File: config.mk
export PLATFORM = sky130hd
export DESIGN_NAME = cso_out_plane
export DESIGN_NICKNAME = d
export VERILOG_FILES = /design/src/rtl/cso_pkg.sv /design/src/rtl/cso_admit.sv /design/src/rtl/cso_lane.sv /design/src/rtl/cso_out_plane.sv
export SDC_FILE = /design/constraint.sdc
export NUM_CORES = 1
export LEC_CHECK = 0
export ABC_AREA = 1
export BUFFER_PORTS_ARGS = -buffer_cell sky130_fd_sc_hd__buf_2
export CORE_ASPECT_RATIO = 1.75
export CORE_MARGIN = 4
export CORE_UTILIZATION = 45
export CTS_CLUSTER_SIZE = 28
export DETAILED_ROUTE_END_ITERATION = 7
export GPL_TIMING_DRIVEN = 0
export HOLD_SLACK_MARGIN = 0.12
export SYNTH_ARGS = -nofsm -noshare
export SYNTH_HDL_FRONTEND = slang
export SYNTH_SLANG_ARGS = --single-unit
File: constraint.sdc
create_clock -name clk -period 7.3 [get_ports clk]
set_clock_uncertainty 0.15 [all_clocks]
set_input_delay 0.365 -clock clk [delete_from_list [all_inputs] [get_ports clk]]
set_output_delay 0.365 -clock clk [all_outputs]
set_load 0.05 [all_outputs]
File: src/rtl/cso_pkg.sv
package cso_pkg;

    // Reduce a value below 2*n into the range [0, n).
    function automatic int unsigned wrap_idx(input int unsigned v, input int unsigned n);
        return (v >= n) ? v - n : v;
    endfunction

endpackage

File: src/rtl/cso_admit.sv
module cso_admit #(
    parameter int unsigned LANES  = 4,
    parameter int unsigned CAP    = 24,
    parameter int unsigned THRESH = 18,
    parameter int unsigned CNT_W  = 5,
    parameter int unsigned IDX_W  = 2
) (
    input  logic [LANES-1:0]            slot_vld,
    input  logic [LANES-1:0]            slot_low,
    input  logic [CNT_W-1:0]            occ,
    input  logic [IDX_W-1:0]            wsel,
    output logic [LANES-1:0]            lane_we,
    output logic [LANES-1:0][IDX_W-1:0] lane_src,
    output logic [CNT_W-1:0]            acc_n,
    output logic [IDX_W-1:0]            wsel_next
);

    logic [IDX_W-1:0] lane_sel;

    // Slots in index order against a running occupancy; each accepted
    // cell lands in the next lane after the rotating write selector.
    always_comb begin
        int unsigned run;
        int unsigned took;
        run      = 32'(occ);
        took     = 0;
        lane_we  = '0;
        lane_src = '0;
        lane_sel = '0;
        for (int i = 0; i < int'(LANES); i++) begin
            if (slot_vld[i] && (run < CAP) && !(slot_low[i] && (run >= THRESH))) begin
                lane_sel           = IDX_W'(cso_pkg::wrap_idx(32'(wsel) + took, LANES));
                lane_we[lane_sel]  = 1'b1;
                lane_src[lane_sel] = IDX_W'(i);
                run                = run + 1;
                took               = took + 1;
            end
        end
        acc_n     = CNT_W'(took);
        wsel_next = IDX_W'(cso_pkg::wrap_idx(32'(wsel) + took, LANES));
    end

endmodule

File: src/rtl/cso_lane.sv
module cso_lane #(
    parameter int unsigned CELL_W = 16,
    parameter int unsigned DEPTH  = 6,
    localparam int unsigned PW    = (DEPTH > 1) ? $clog2(DEPTH) : 1
) (
    input  logic              clk,
    input  logic              rst,
    input  logic              push,
    input  logic [CELL_W-1:0] pdata,
    input  logic              pop,
    output logic [CELL_W-1:0] head
);

    typedef struct packed {
        logic [DEPTH-1:0][CELL_W-1:0] mem;
        logic [PW-1:0]                hd;
        logic [PW-1:0]                tl;
    } lane_st_t;

    lane_st_t st_d, st_q;

    function automatic logic [PW-1:0] bump(input logic [PW-1:0] p);
        return (p == PW'(DEPTH - 1)) ? '0 : p + 1'b1;
    endfunction

    always_comb begin
        st_d = st_q;
        if (push) begin
            st_d.mem[st_q.tl] = pdata;
            st_d.tl           = bump(st_q.tl);
        end
        if (pop) begin
            st_d.hd = bump(st_q.hd);
        end
    end

    always_ff @(posedge clk) begin
        if (rst) st_q <= '0;
        else     st_q <= st_d;
    end

    assign head = st_q.mem[st_q.hd];

endmodule

File: src/rtl/cso_out_plane.sv
module cso_out_plane #(
    parameter int unsigned LANES  = 4,
    parameter int unsigned CELL_W = 16,
    parameter int unsigned CAP    = 24,
    parameter int unsigned THRESH = 18
) (
    input  logic                      clk,
    input  logic                      rst,
    input  logic                      wr_phase,
    input  logic [LANES-1:0]          in_vld,
    input  logic [LANES-1:0]          in_low,
    input  logic [LANES*CELL_W-1:0]   in_cell,
    input  logic                      rd_phase,
    output logic                      out_vld,
    output logic [CELL_W-1:0]         out_cell
);

    localparam int unsigned IDX_W = (LANES > 1) ? $clog2(LANES) : 1;
    localparam int unsigned CNT_W = $clog2(CAP + 1);
    localparam int unsigned DEPTH = (CAP + LANES - 1) / LANES;

    typedef struct packed {
        logic [CNT_W-1:0]  occ;
        logic [IDX_W-1:0]  wsel;
        logic [IDX_W-1:0]  rsel;
        logic              ovld;
        logic [CELL_W-1:0] ocell;
    } plane_st_t;

    plane_st_t st_d, st_q;

    logic [LANES-1:0]            slot_vld;
    logic [LANES-1:0]            lane_we;
    logic [LANES-1:0][IDX_W-1:0] lane_src;
    logic [CNT_W-1:0]            acc_n;
    logic [IDX_W-1:0]            wsel_next;
    logic [CELL_W-1:0]           lane_data [LANES];
    logic [CELL_W-1:0]           lane_head [LANES];
    logic                        pop_en;
    logic [CNT_W-1:0]            occ;
    logic [IDX_W-1:0]            rsel;

    assign occ      = st_q.occ;
    assign rsel     = st_q.rsel;
    assign slot_vld = wr_phase ? in_vld : '0;
    assign pop_en   = rd_phase && (st_q.occ != '0);

    cso_admit #(
        .LANES (LANES),
        .CAP   (CAP),
        .THRESH(THRESH),
        .CNT_W (CNT_W),
        .IDX_W (IDX_W)
    ) u_admit (
        .slot_vld (slot_vld),
        .slot_low (in_low),
        .occ      (st_q.occ),
        .wsel     (st_q.wsel),
        .lane_we  (lane_we),
        .lane_src (lane_src),
        .acc_n    (acc_n),
        .wsel_next(wsel_next)
    );

    // Rotating steering: each lane picks the slot the admitter assigned to it.
    always_comb begin
        for (int g = 0; g < int'(LANES); g++) begin
            lane_data[g] = '0;
            for (int s = 0; s < int'(LANES); s++) begin
                if (lane_src[g] == IDX_W'(s)) lane_data[g] = in_cell[s*CELL_W +: CELL_W];
            end
        end
    end

    for (genvar g = 0; g < int'(LANES); g++) begin : g_lane
        cso_lane #(
            .CELL_W(CELL_W),
            .DEPTH (DEPTH)
        ) u_lane (
            .clk  (clk),
            .rst  (rst),
            .push (lane_we[g]),
            .pdata(lane_data[g]),
            .pop  (pop_en && (st_q.rsel == IDX_W'(g))),
            .head (lane_head[g])
        );
    end

    always_comb begin
        st_d      = st_q;
        st_d.occ  = st_q.occ + acc_n - CNT_W'(pop_en);
        st_d.wsel = wsel_next;
        st_d.ovld = pop_en;
        if (pop_en) begin
            st_d.ocell = lane_head[st_q.rsel];
            st_d.rsel  = IDX_W'(cso_pkg::wrap_idx(32'(st_q.rsel) + 1, LANES));
        end
    end

    always_ff @(posedge clk) begin
        if (rst) st_q <= '0;
        else     st_q <= st_d;
    end

    assign out_vld  = st_q.ovld;
    assign out_cell = st_q.ocell;

endmodule

==> flow_metrics.tcl <==
set metrics [dict create \
    grt_max_degree 15 \
    path_clk_slew_ps 70 \
    layout_min_cycle_time_ps 6178 \
    worst_pin_slew_ps 1257 \
    slowest_delay_ps 970 \
    drt_wl_total_mm 101.0 \
    synth_edf_count 0 \
    power_density_mw_per_mm2 339.7 \
    yosysUniqueCellTypes 52 \
    place_hpwl_mm 76.67 \
    muxShareOfSynthArea 0 \
    holdCritPathClass "in2reg" \
    grt_overflow 0 \
    seq_area_mm2 0.008688 \
    crit_type "reg2reg" \
    clockBufferDepth 3 \
    synth-main-ff-cell "dfxtp_1" \
    yosys.area.top_type "dfxtp_1" \
    finalNetCount 3757 \
    power.share.sequential 0.324 \
    via_per_inst 5.793 \
    insertion_delay_ps 570 \
    syn_nets 3621 \
    p_sw_frac 0.4454 \
    synth_compound_area_frac 0.1914 \
    multi_input_area_mm2 0.01185 \
    ctsResizeCount 0 \
    synthSimpleGateAreaFrac 0.3043 \
    htreeDepth 2 \
    p_leak_nw 11.35 \
    final_area_mm2 0.02564 \
    finalSetupTns_ps 0 \
    final_antenna_net_count 0 \
    drv_slew 0 \
    grt_pass1_vias 23960 \
    post-synth-top-count-cell "nor2_1" \
    ys_top_cells_by_area "dfxtp_1, nor2_1, nand2_1" \
    switchingPower_w 0.003880 \
    first_iter_violations 2957 \
    detailed_place.area_mm2 0.02433 \
    syn_area_per_cell_um2 6.548 \
    cts_tree "yes" \
    vias 25190 \
    clock-root-buffer "clkbuf_16" \
    num-fill-cells 5288 \
    synth_xor_area_frac 0.003801 \
    slew-limit-headroom 0.1591 \
    grt_pass1_wl_mm 149.0 \
    synth_top_area_share 0.3771 \
    drv_cap 0 \
    finalHoldViolCount 0 \
    slowest_stage "nor2_1" \
    finalWeightedCongestion 1.049 \
    p_int_w 0.004830 \
    ir_drop_uv 233.1 \
    wl_per_cell_um 23.21 \
    arrival_ps 6420 \
    fin_crit_sh 0.8463 \
    startpoint_type "flip-flop" \
    worst_setup_path_end_kind "flip-flop" \
    async_flop_share 0 \
    synth-adder-area-share 0.01444 \
    start_util 0.4554 \
    die-area_mm2 0.05503 \
    postCtsSetupBuffers 0 \
    ys_ff_latch 434 \
    p_clk_frac 0.250 \
    coreArea_mm2 0.05060 \
    synth_area_mm2 0.02304 \
    drtPass1Iterations 6 \
    r2r_setup_slack_ps 1120 \
    dieHeight_um 307.3 \
    status "complete, no violations" \
    drive_gt1_frac 0.08560 \
    ctsHoldBuffers 0 \
    ys_warn_count 0 \
    cp_max_fo 10 \
    syn2layout_area_growth_pct 11.28 \
    fmaxAchievable_mhz 161.9 \
    num_rows 109 \
    cp.required_ps 7550 \
    cts_made_buffers 43 \
    portBuffers 91 \
    yosys-top-cells-count "nor2_1, nand2_1, dfxtp_1" \
    grt_setup_unrepaired "false" \
    antenna_found_initial 2 \
    clkSinkCount 434 \
    combPwrFrac 0.426 \
    finalSetupViolCount 0 \
    track_usage 0.3587 \
    synth_top_family_by_area "simple AND/OR/NAND/NOR gates" \
    drcViolationCount 0 \
    ys_seq_area_frac 0.3771 \
    dieWidth_um 179.1 \
    synthCells 3519 \
    io_pins 93 \
]
-- final timing paths --
check              startpoint                   endpoint  cells after the start
setup reg to reg       occ[0]   g_lane[1].u_lane.st_q[9]                     31
hold / removal    in_cell[26]  g_lane[3].u_lane.st_q[96]                      5
hold reg to reg   out_cell[1]                out_cell[1]                      2
setup / recovery       occ[0]   g_lane[1].u_lane.st_q[9]                     31
-- placed cells by master, fill, tap and decap left out, types with 44 or more instances in the layout --
cell and count:
nor2_1 640, nand2_1 581, dfxtp_1 434, o21ai_0 375, inv_1 330, a21oi_1 269
nand3_1 240, clkbuf_1 154, buf_2 130, nand4_1 114, o211ai_1 44
-- worst max-delay path: cells and delay by family, from the launching register on --
kind                       cells  cell delay [ps]
buffers and inverters          7             1230
adders and majority gates      4              880
xor gates and xnor gates       2              460
AOI/OAI and AO/OA              3              340
and+or+nand+nor               15             2460
DFF                            1              450
-- layout make-up --
cell class              instances  share of cell area
inverters                     360             0.05270
multi-input cells            2489              0.4620
plain buffers                 236             0.04509
repair buffers                 91             0.01776
flip-flops and latches        434              0.3388
clock buffers                  62             0.04748
clock inverters                 8            0.003367
well taps                     666             0.03250
diodes                          3           0.0002928
-- state kept, by name, summed over array words and instances, names as in the netlist --
name	count
st_q	2
g_lane.u_lane.st_q	408
rsel	2
out_vld	1
out_cell	16
occ	5
-- through the flow --
| step | utilization | total power (W) | std cells | hold slack (ps) | setup WS (ps) |
|---|---|---|---|---|---|
| 2_1_floorplan | - | 0.005119 | 3519 | 318.6 | 2731 |
| 3_3_place_gp | 0.4808 | 0.006419 | 4276 | 335.1 | 1278 |
| 3_5_place_dp | 0.4808 | 0.006488 | 4276 | 341.2 | 1136 |
| 4_1_cts | 0.5066 | 0.008649 | 4346 | 209.6 | 1193 |
| 5_1_grt | 0.5066 | 0.009129 | 4346 | 250.0 | 744.7 |
| 6_report | 0.5068 | 0.008709 | 4349 | 234.1 | 1122 |
-- power groups by stage --
stage | Clock [W] | Combinational [W] | Sequential [W]
after floorplan | 0 | 0.00230 | 0.00282
after global routing | 0.00230 | 0.00398 | 0.00285
after detailed placement | 0 | 0.00362 | 0.00287
final | 0.00218 | 0.00371 | 0.00282
after CTS | 0.00220 | 0.00363 | 0.00282
after global placement | 0 | 0.00356 | 0.00286
-- layer usage --
layer | GRT usage | vias up | routed length [um]
met3 | 0.05687 | 407 | 7466
li1 | - | 11820 | -
met5 | 0 | - | 11
met2 | 0.6108 | 1223 | 48540
met1 | 0.3924 | 11740 | 34960
met4 | 0.2782 | 2 | 9972
-- cell families after synthesis --
family	Yosys count
buffers and inverters	596
DFF	434
and+or+nand+nor	1639
other	1
AOI/OAI and AO/OA	813
adders and majority gates	26
xor gates and xnor gates	10
(Power assumes the default switching activity.)
